$ cat src/rtl/cdt_pkg.sv
package cdt_pkg;
    localparam int DT_CODE_W = 8;
    localparam int DT_CNT_W  = 10;

    typedef enum logic [2:0] {
        ST_FLOAT     = 3'd0,
        ST_IDLE_WAIT = 3'd1,
        ST_IDLE_HOLD = 3'd2,
        ST_LO_WAIT   = 3'd3,
        ST_LO_ON     = 3'd4,
        ST_HI_WAIT   = 3'd5,
        ST_HI_ON     = 3'd6
    } cdt_state_e;
endpackage

$ cat src/rtl/cdt_decode.sv
module cdt_decode #(
    parameter int CODE_W = cdt_pkg::DT_CODE_W,
    parameter int CNT_W  = cdt_pkg::DT_CNT_W
) (
    input  logic [CODE_W-1:0] code,
    output logic [CNT_W-1:0]  ticks,
    output logic              is_zero
);
    localparam int TOP = CODE_W - 1;

    always_comb begin
        unique casez (code[TOP -: 3])
            3'b0??:  ticks = CNT_W'(code[TOP-1:0]);
            3'b10?:  ticks = CNT_W'((CNT_W'(64) + CNT_W'(code[TOP-2:0])) << 1);
            3'b110:  ticks = CNT_W'((CNT_W'(32) + CNT_W'(code[TOP-3:0])) << 3);
            default: ticks = CNT_W'((CNT_W'(32) + CNT_W'(code[TOP-3:0])) << 4);
        endcase
    end

    assign is_zero = (ticks == '0);
endmodule

$ cat src/rtl/cdt_timer.sv
module cdt_timer #(
    parameter int CNT_W = cdt_pkg::DT_CNT_W
) (
    input  logic             clk,
    input  logic             rst_n,
    input  logic             load,
    input  logic [CNT_W-1:0] load_val,
    input  logic             tick,
    output logic             expire
);
    logic [CNT_W-1:0] cnt_q;

    always_ff @(posedge clk or negedge rst_n) begin
        if (!rst_n) begin
            cnt_q <= '0;
        end else if (load) begin
            cnt_q <= load_val;
        end else if (tick && cnt_q != '0) begin
            cnt_q <= cnt_q - 1'b1;
        end
    end

    assign expire = (cnt_q == '0) || (tick && cnt_q == CNT_W'(1));
endmodule

$ cat src/rtl/cdt_fsm.sv
module cdt_fsm
    import cdt_pkg::*;
(
    input  logic clk,
    input  logic rst_n,
    input  logic ref_in,
    input  logic moe,
    input  logic off_sel,
    input  logic dt_zero,
    input  logic expire,
    input  logic idle_main,
    input  logic idle_comp,
    output logic load,
    output logic out_main,
    output logic out_comp,
    output logic oe_main,
    output logic oe_comp
);
    cdt_state_e state_q, state_d;
    cdt_state_e go_hi, go_lo, go_idle;

    always_comb begin
        go_hi   = dt_zero ? ST_HI_ON : ST_HI_WAIT;
        go_lo   = dt_zero ? ST_LO_ON : ST_LO_WAIT;
        go_idle = dt_zero ? ST_IDLE_HOLD : ST_IDLE_WAIT;
    end

    // next state
    always_comb begin
        state_d = state_q;
        if (!moe) begin
            if (!off_sel) begin
                state_d = ST_FLOAT;
            end else begin
                unique case (state_q)
                    ST_IDLE_WAIT: state_d = expire ? ST_IDLE_HOLD : ST_IDLE_WAIT;
                    ST_IDLE_HOLD: state_d = ST_IDLE_HOLD;
                    default:      state_d = go_idle;
                endcase
            end
        end else begin
            unique case (state_q)
                ST_LO_WAIT: state_d = ref_in ? go_hi : (expire ? ST_LO_ON : ST_LO_WAIT);
                ST_LO_ON:   state_d = ref_in ? go_hi : ST_LO_ON;
                ST_HI_WAIT: state_d = !ref_in ? go_lo : (expire ? ST_HI_ON : ST_HI_WAIT);
                ST_HI_ON:   state_d = !ref_in ? go_lo : ST_HI_ON;
                default:    state_d = ref_in ? go_hi : go_lo;
            endcase
        end
    end

    assign load = (state_d != state_q) &&
                  (state_d == ST_IDLE_WAIT || state_d == ST_LO_WAIT || state_d == ST_HI_WAIT);

    // state register
    always_ff @(posedge clk or negedge rst_n) begin
        if (!rst_n) begin
            state_q <= ST_FLOAT;
        end else begin
            state_q <= state_d;
        end
    end

    // outputs
    always_comb begin
        out_main = 1'b0;
        out_comp = 1'b0;
        oe_main  = 1'b1;
        oe_comp  = 1'b1;
        unique case (state_q)
            ST_FLOAT: begin
                oe_main = 1'b0;
                oe_comp = 1'b0;
            end
            ST_IDLE_HOLD: begin
                out_main = idle_main;
                out_comp = idle_comp;
            end
            ST_HI_ON: out_main = 1'b1;
            ST_LO_ON: out_comp = 1'b1;
            default: ;
        endcase
    end
endmodule

$ cat src/rtl/cdt_stage.sv
module cdt_stage #(
    parameter int CODE_W = cdt_pkg::DT_CODE_W,
    parameter int CNT_W  = cdt_pkg::DT_CNT_W
) (
    input  logic              clk,
    input  logic              rst_n,
    input  logic              tick_en,
    input  logic              ref_in,
    input  logic [CODE_W-1:0] dt_code,
    input  logic              moe,
    input  logic              off_sel,
    input  logic              idle_main,
    input  logic              idle_comp,
    output logic              out_main,
    output logic              out_comp,
    output logic              oe_main,
    output logic              oe_comp
);
    logic [CNT_W-1:0] dt_ticks;
    logic             dt_zero;
    logic             load;
    logic             expire;

    cdt_decode #(.CODE_W(CODE_W), .CNT_W(CNT_W)) u_decode (
        .code    (dt_code),
        .ticks   (dt_ticks),
        .is_zero (dt_zero)
    );

    cdt_timer #(.CNT_W(CNT_W)) u_timer (
        .clk      (clk),
        .rst_n    (rst_n),
        .load     (load),
        .load_val (dt_ticks),
        .tick     (tick_en),
        .expire   (expire)
    );

    cdt_fsm u_fsm (
        .clk       (clk),
        .rst_n     (rst_n),
        .ref_in    (ref_in),
        .moe       (moe),
        .off_sel   (off_sel),
        .dt_zero   (dt_zero),
        .expire    (expire),
        .idle_main (idle_main),
        .idle_comp (idle_comp),
        .load      (load),
        .out_main  (out_main),
        .out_comp  (out_comp),
        .oe_main   (oe_main),
        .oe_comp   (oe_comp)
    );
endmodule

$ cat config.mk
export PLATFORM = sky130hd
export DESIGN_NAME = cdt_stage
export DESIGN_NICKNAME = d
export VERILOG_FILES = /design/src/rtl/cdt_pkg.sv /design/src/rtl/cdt_decode.sv /design/src/rtl/cdt_timer.sv /design/src/rtl/cdt_fsm.sv /design/src/rtl/cdt_stage.sv
export SDC_FILE = /design/constraint.sdc
export NUM_CORES = 1
export LEC_CHECK = 0
export BUFFER_PORTS_ARGS = -buffer_cell sky130_fd_sc_hd__buf_2
export CORE_MARGIN = 8
export CORE_UTILIZATION = 40
export DETAILED_ROUTE_END_ITERATION = 8
export PLACE_DENSITY_LB_ADDON = 0.25
export SETUP_SLACK_MARGIN = 0.2
export SYNTH_ARGS = -nofsm -noshare
export SYNTH_HDL_FRONTEND = slang
export SYNTH_SLANG_ARGS = --single-unit
$ cat constraint.sdc
create_clock -name clk -period 6.75 [get_ports clk]
set_clock_uncertainty 0.2 [all_clocks]
set_input_delay 1.0125 -clock clk [delete_from_list [all_inputs] [get_ports clk]]
set_output_delay 1.0125 -clock clk [all_outputs]
set_load 0.005 [all_outputs]
; Word level (Yosys, flattened, before mapping)
; Cells that the tools add are included.
[totals]
ff_bits = 13
output_inout_bits = 4
[op_classes]
addsub = 3
n_eq_ne = 13
mux = 21
n_bitwise = 1
reduce_logical = 11
[ops]
columns = cell, n
row1 = 10-bit one-hot mux with 3 select lines, 1
row2 = 3-bit two-way mux, 9
row3 = 10-bit logical NOT, 2
row4 = 10-bit two-way mux, 2
row5 = 3-bit equality test (second input constant), 5
row6 = 3-bit one-hot mux with 4 select lines, 1
row7 = 10-bit by 1-bit equality test with 1-bit output (second input constant), 1
row8 = 10-bit nonzero test, 1
row9 = 10-bit by 1-bit subtractor with 10-bit output (second input constant), 1
row10 = 3-bit by 2-bit equality test with 1-bit output (second input constant), 3
row11 = 7-bit by 6-bit adder with 8-bit output (first input constant), 1
row12 = 2-bit two-way mux, 4
row13 = 6-bit by 5-bit adder with 7-bit output (first input constant), 1
row14 = 3-bit by 1-bit equality test with 1-bit output (second input constant), 2
row15 = 3-bit one-hot mux with 2 select lines, 1
row16 = 1-bit one-hot mux with 2 select lines, 2
row17 = 1-bit logical AND, 3
row18 = 3-bit logical NOT, 1
row19 = 1-bit logical OR, 3
row20 = 3-bit inequality test, 1
row21 = 2-bit equality test (second input constant), 1
row22 = 2-bit nonzero test, 1
row23 = 1-bit two-way mux, 1
row24 = 1-bit NOT, 1

; Longest topological paths before layout
; Gate-level depths: netlist of the first run.
[logic_depth]
depth_word = 12
mapped_depth = 12

; Hierarchy
; From an unflattened synthesis of the first run, not the netlist that was laid out.
[hier_totals]
cells_unflattened = 177
hier_area_um2 = 1457.6
[modules_own_cells]
columns = module, n_inst, cells_each, area_each_um2
row1 = cdt_timer, 1, 75, 674.4
row2 = cdt_fsm, 1, 68, 563.0
row3 = cdt_decode, 1, 34, 220.2

; Worst setup path after synthesis of the first run
; OpenSTA, ideal clock, no wires.
[synth_timing]
path_kind = input-to-reg
start = input port dt_code[5]
end = register u_timer.cnt_q[3]
t_arrival_ns = 3.524
t_required_ns = 6.425
path_slack_ns = 2.901
stages = 12
cell_sequence = clkbuf_1 > nor4_1 > nand2_1 > inv_1 > ha_1 > a21oi_1 > or3_1 > a41o_2 > nand4_1 > nor4bb_2 > buf_6 > mux2_4
[synth_via]
elab_chain_len = 12
elab_cells_between_ends = 25
cone_classes = add/sub (1) / eq/ne (5) / mux (14) / reduce/logical (5)
[synth_rtl]
columns = item, line
row1 = "start, declared", cdt_stage.sv:9  ; input logic [CODE_W-1:0] dt_code,
row2 = 7-bit by 6-bit adder with 8-bit output or 3-bit equality test (tied branches), "cdt_decode.sv:14, cdt_decode.sv:12"
row3 = 10-bit one-hot mux with 3 select lines (*), cdt_decode.sv:12  ; unique casez (code[TOP -: 3])
row4 = 10-bit logical NOT, cdt_decode.sv:20  ; assign is_zero = (ticks == '0);
row5 = 3-bit two-way mux or 2-bit two-way mux (tied branches), "cdt_fsm.sv:24, cdt_fsm.sv:23, cdt_fsm.sv:25"
row6 = 3-bit two-way mux (tied with other cells), cdt_fsm.sv:47  ; default: state_d = ref_in ? go_hi : go_lo;
row7 = 3-bit one-hot mux with 4 select lines or 3-bit two-way mux (tied branches), "cdt_fsm.sv:42, cdt_fsm.sv:32"
row8 = 3-bit two-way mux, cdt_fsm.sv:31  ; if (!moe) begin
row9 = 3-bit by 1-bit equality test with 1-bit output or 3-bit by 2-bit equality test with 1-bit output (tied branches), cdt_fsm.sv:53  ; (state_d == ST_IDLE_WAIT || state_d == ST_LO_WAIT || state_d == ST_HI_WAIT);
row10 = 1-bit logical OR (2 in a row), cdt_fsm.sv:53
row11 = 1-bit logical AND, cdt_fsm.sv:52  ; assign load = (state_d != state_q) &&
row12 = 10-bit two-way mux or 2-bit nonzero test (tied branches), --
row13 = "end signal, assigned", cdt_timer.sv:17  ; cnt_q <= load_val;
row14 = "end signal, assigned", cdt_timer.sv:19  ; cnt_q <= cnt_q - 1'b1;
row15 = "end, declared", cdt_timer.sv:11  ; logic [CNT_W-1:0] cnt_q;
; Every way passes the cells marked *; elsewhere a longest branch is shown, timed or not.
; A chain may end at the register's enable or synchronous reset.

; Final worst setup path of the first run
[layout_timing]
start = input port dt_code[7]
end = register u_timer.cnt_q[5]
[layout_via]
elab_chain_len = 12
elab_cells_between_ends = 26
cone_classes = eq/ne (6) / mux (14) / bitwise (1) / reduce/logical (5)
[layout_rtl]
columns = item, line
row1 = 3-bit equality test (tied with other cells), cdt_decode.sv:12
row2 = 10-bit one-hot mux with 3 select lines (*), cdt_decode.sv:12
row3 = 10-bit logical NOT, cdt_decode.sv:20
row4 = 3-bit two-way mux or 2-bit two-way mux (tied branches), "cdt_fsm.sv:24, cdt_fsm.sv:23, cdt_fsm.sv:25"
row5 = 3-bit two-way mux (tied with other cells), cdt_fsm.sv:47
row6 = 3-bit one-hot mux with 4 select lines or 3-bit two-way mux (tied branches), "cdt_fsm.sv:42, cdt_fsm.sv:32"
row7 = 3-bit two-way mux, cdt_fsm.sv:31
row8 = 3-bit by 1-bit equality test with 1-bit output or 3-bit by 2-bit equality test with 1-bit output (tied branches), cdt_fsm.sv:53
row9 = 1-bit logical OR (2 in a row), cdt_fsm.sv:53
row10 = 1-bit logical AND, cdt_fsm.sv:52
row11 = 10-bit two-way mux or 2-bit nonzero test (tied branches), --
; Marks and branches as above.

==> results of run 1 <==
[flip-flops by register name (all words and copies together), names as in the netlist]
name / count
u_timer.cnt_q: 10
u_fsm.state_q: 3
[through the flow]
step | power, mW | util [%] | setup WS, ps | area [um^2]
finish | 0.3828 | 45.74 | 2920 | 1396
global route | 0.4154 | 45.74 | 2613 | 1396
CTS | 0.3856 | 45.74 | 2933 | 1396
detailed placement | 0.3345 | 44.84 | 2656 | 1369
global placement | 0.3267 | 44.84 | 2742 | 1369
floorplan | 0.2964 | - | 2901 | 1282
[final cells by class]
type / count / share of cell area [%]
Timing Repair Buffer: 20 / 7.348
Sequential cell: 13 / 23.30
Inverter: 7 / 1.882
Multi-Input combinational cell: 120 / 61.56
Clock inverter: 1 / 0.3584
Clock buffer: 3 / 1.613
Tap cell: 44 / 3.943
[cells in the mapped netlist, drive strengths merged, types with 4 or more instances]
| master | count |
|---|---|
| nand2 | 13 |
| ha | 7 |
| a21oi | 14 |
| mux2i | 12 |
| nor3 | 4 |
| o21ai | 4 |
| buf | 6 |
| nor2 | 10 |
| nor2b | 5 |
| dfrtp | 13 |
| inv | 7 |
| xnor2 | 5 |
| nand3b | 5 |
[per-layer routing]
metal | wire [um] | track usage, %
met5 | 0 | 0
met4 | 19 | 2.667
met3 | 209 | 3.571
met2 | 1412 | 20.58
met1 | 1373 | 14.23
[logic make-up after synthesis]
family                     synth area share (%)
AOI/OAI and AO/OA                         17.46
xor gates and xnor gates                  5.464
adders and majority gates                 6.829
buffers and inverters                     7.609
DFF                                       25.37
muxes                                     12.59
and+or+nand+nor                           24.68
[critical path, delay by kind of cell]
family	cells	cell delay, ps
AND/OR/NAND/NOR	5	1380
buffers and inverters	3	630
multiplexers	1	310
AO/OA/AOI/OAI	2	300
adder cells (fa/ha/maj)	1	170
[cell usage in the layout, fill, tap and decap left out, drive strengths merged, types with 2 or more instances in the layout]
master / count
buf: 20
a21oi: 14
or4: 2
o21ai: 4
ha: 7
or3: 3
xnor2: 5
nand3b: 5
nand2b: 3
o211ai: 3
nor4: 3
nor2: 10
dfrtp: 13
xor2: 3
and3: 3
nor3: 4
clkbuf: 3
nand3: 3
nor2b: 5
mux2i: 12
mux2: 3
inv: 7
nand2: 13
[report_power, final]
part	switching [mW]	leakage [nW]	internal, mW
combinational	0.0930	0.486	0.0913
sequential	0.0401	0.158	0.109
clock	0.0272	0.0177	0.0220
total	0.160	0.662	0.222
[path summary, 6_finish.rpt]
path                       cells after the start              from               end  slack (ps)
hold / removal                                 2  u_timer.cnt_q[9]  u_timer.cnt_q[9]         400
max in group asynchronous                      1             rst_n  u_fsm.state_q[1]        5720
setup / recovery                              12        dt_code[7]  u_timer.cnt_q[5]        2920
hold reg to reg                                2  u_timer.cnt_q[9]  u_timer.cnt_q[9]         400
setup reg to reg                               8  u_timer.cnt_q[4]  u_timer.cnt_q[5]        3520
min in group asynchronous                      1             rst_n  u_timer.cnt_q[4]         410
==> metrics, run 1 <==
final-layout fill cell count 328; clock latency on the worst-skew pair 280 ps; WL/cell between 10 and 15 um; total negative slack 0 ps; first-pass GRT wire length ~5.2 mm; post-synthesis sequential area ratio between 20% and 30%; Yosys top cell by area dfrtp_1; status finished clean; Area contributors post-synth dfrtp_1, mux2i_1, ha_1, a21oi_1, nand2_1; fin cells 208; post-placement cell count about 200; Area Overhead vs Synth 8.878%; Tcrit/Tclk final a little under three fifths; Worst slew margin 67.48%; cts repair resizes 0; fmax ~0.26 GHz; Clock transition at path regs 80 ps; IO Count 20; Setup Fix Bufs, Post-CTS 0; power density over cell area ~270 nW/um^2; Tmin final 3830 ps; Hold WS 398.4 ps; critical path endpoint category flip-flop; DR pass1 iterations 4; drt drc 0; Nets ~190; instance count of the mapped netlist 149; GRT Resource Usage Total between 10% and 20%; Die H 72.63 um; Startpoint Class input pin; Static Leak 0.6616 nW; Async SR Flop Fraction between 90% and 100%; syn avg cell area about 8.6 um^2; synth warn 0; Hold Vio Cnt, Final 0; initial core utilization 42.01%; Final ANT Viol Nets 0; RSZ-0062 raised after global routing false; Via-to-Cell Ratio between 5 and 6; # hold bufs at CTS 0; I/O Buffers 19; HP Class reg2reg; area of the multi-input gates around 860 um^2; top-area cell type share of the netlist area between 20 and 30%; Max VDD drop 0.1754 mV; area occupied by registers approximately 330 um^2; dpl hpwl about 2.4 mm; Max H-tree Level 1; post-synth cell types 44; number of flops mapped to enable cells by yosys 0; via count about 1200; core area ~3100 um^2; Root Buffer Master clkbuf_4; top_reg_cell synth dfrtp_1; DIE WIDTH 72.63 um; antenna violations before repair 0; WP data required 6720 ps; Synth Register Bits 13; crit-path max FO 15; CP peak stage delay 490 ps; clk sink count 13; fin. max-slew vios 0; pin count of the biggest net entering global routing 16; Worst Max-Slew Pin Slew ~480 ps; syn_nets 172; Die Area ~5300 um^2; Routed WL ~3 mm; vias in the first global route 1174; slowest CP cell nor4_1; CTS tree built; worst setup path class in2reg; Worst Path Arrival ~3800 ps; Final GP Congestion ~0.94; global route total overflow 0; clk buf depth 2; Antenna Cells 0; final setup fails 0; Max Cap Viol 0; crit-path cells buf_2 > nor4_1 > nand2_1 > inv_1 > ha_1 > a21oi_1 > or3_1 > a41o_2 > nand4_1 > nor4bb_2 > buf_4 > mux2_4; DRT iter0 DRCs just under 70; Core Rows 20; cell area after synthesis about 1300 um^2; fraction of layout cells with a size suffix above 1 19.51%; CTS Buf Count 3
Power figures use the tool's default switching activity.
==> run 2: changes to the inputs <==
==> constraint.sdc (replaced) <==
create_clock -name clk -period 3.9 [get_ports clk]
set_clock_uncertainty 0.2 [all_clocks]
set_input_delay 0.585 -clock clk [delete_from_list [all_inputs] [get_ports clk]]
set_output_delay 0.585 -clock clk [all_outputs]
set_load 0.005 [all_outputs]
==> metrics, run 2 (same netlist as run 1, synthesis figures left out) <==
max layer used met4; critical path endpoint category flip-flop; total negative slack 0 ps; Area Overhead vs Synth 11.22%; Die Area around 5300 um^2; top flop regs u_timer.cnt_q (10), u_fsm.state_q (3); core area 3053 um^2; Routed WL 3.002 mm; total power 0.6694 mW; Antenna Cells 0; WP data required slightly below 4000 ps; Die H slightly above 70 um; CP peak stage delay ~520 ps; met3 WL between 150 and 200 um; fraction of layout cells with a size suffix above 1 about 20%; most frequent cells in the layout buf_2, a21oi_1, nand2_1, dfrtp_1, mux2i_1; initial core utilization a little over two fifths; final setup fails 0; Startpoint Class input pin; power density over cell area around 470 nW/um^2; pin count of the biggest net entering global routing 16; Static Leak between 0.6 and 0.7 nW; CTS Buf Count 3; Tcrit/Tclk final 84.53%; worst setup path class in2reg; slowest CP cell nor4_1; clock latency on the worst-skew pair around 280 ps; cts repair resizes 0; global route total overflow 0; Hold Vio Cnt, Final 0; Root Buffer Master clkbuf_4; HP Class reg2reg; drt drc 0; first-pass GRT wire length ~5.2 mm; vias in the first global route 1125; fin cells 210; Max VDD drop ~0.32 mV; WL/cell approximately 14 um; I/O Buffers 19; DRT iter0 DRCs 89; largest reg by FF count u_timer.cnt_q; dpl hpwl approximately 2.4 mm; RSZ-0062 raised after global routing false; Worst slew margin between 60% and 70%; most common cell after layout, fill and taps aside buf_2; antenna violations before repair 0; clk buf depth 2; Tmin final about 3300 ps; post-placement cell count roughly 210; Max H-tree Level 1; Final ANT Viol Nets 0; via count 1155; status finished clean; Via-to-Cell Ratio 5.500; fmax roughly 0.3 GHz; clk sink count 13; Max Cap Viol 0; metal1 wirelength roughly 1.4 mm; met2 WL between 1 and 1.5 mm; DIE WIDTH around 73 um; DR pass1 iterations 4; Core Rows 20; Clock transition at path regs approximately 80 ps; Worst Max-Slew Pin Slew about 520 ps; max reg flops 10; CTS tree built; # hold bufs at CTS 1; fin. max-slew vios 0; crit-path max FO 15; Nets between 150 and 200; crit-path cells buf_2 > nor4_1 > nand2_1 > inv_1 > ha_1 > a21oi_1 > or3_1 > a41o_2 > nand4_1 > nor4bb_2 > buf_12 > mux2_4; Worst Path Arrival 3270 ps; Setup Fix Bufs, Post-CTS 0; Final GP Congestion between 0.9 and 1; GRT Resource Usage Total approximately an eighth; IO Count 20
## run 2: worst paths after layout
| kind | slack, ps | cells past startpoint | startpoint | to |
|---|---|---|---|---|
| min reg2reg | 390 | 2 | u_timer.cnt_q[9] | u_timer.cnt_q[9] |
| max reg2reg | 660 | 8 | u_timer.cnt_q[4] | u_timer.cnt_q[5] |
| max in group asynchronous | 2760 | 2 | rst_n | u_timer.cnt_q[5] |
| min in group asynchronous | 510 | 2 | rst_n | u_timer.cnt_q[3] |
| min | 390 | 2 | u_timer.cnt_q[9] | u_timer.cnt_q[9] |
| max | 600 | 12 | dt_code[7] | u_timer.cnt_q[5] |
## run 2: metrics by stage
stage | hold slack, ps | util [%] | setup slack (ps) | cell area (um^2)
floorplan | 89.41 | - | 478.5 | 1282
detailed placement | 294.5 | 45.49 | 343.9 | 1389
CTS | 399.4 | 46.72 | 627.7 | 1426
global placement | 284.4 | 45.49 | 430.7 | 1389
finish | 392.6 | 46.72 | 603.4 | 1426
global route | 412.2 | 46.72 | 424.1 | 1426
## run 2: area by class of cell
cell class                 instances  area [um^2]
timing repair buffer              22        132.6
fill                             308         1627
sequential                        13        325.3
clock buffer                       3        22.52
multi-input combinational        120        859.6
tap                               44        55.05
clock inverter                     1        5.005
inverter                           7        26.28
## run 2: routing by layer
metal,track usage (%),vias up
met2,20.78,36
met1,14.39,539
met5,0,-
li1,-,578
met3,3.571,2
met4,3.111,0
## run 2: critical path: cells and delay by family
family | cells | cell delay, ps
and+or+nand+nor | 5 | 1410
buffers and inverters | 3 | 530
AOI/OAI and AO/OA | 2 | 290
muxes | 1 | 290
adders and majority gates | 1 | 160
## run 2: power by group
part	internal [mW]	leakage (nW)	total, mW	switching, mW
combinational	0.168	0.499	0.329	0.161
sequential	0.189	0.158	0.256	0.0666
clock	0.0381	0.0177	0.0849	0.0468
total	0.395	0.674	0.669	0.274
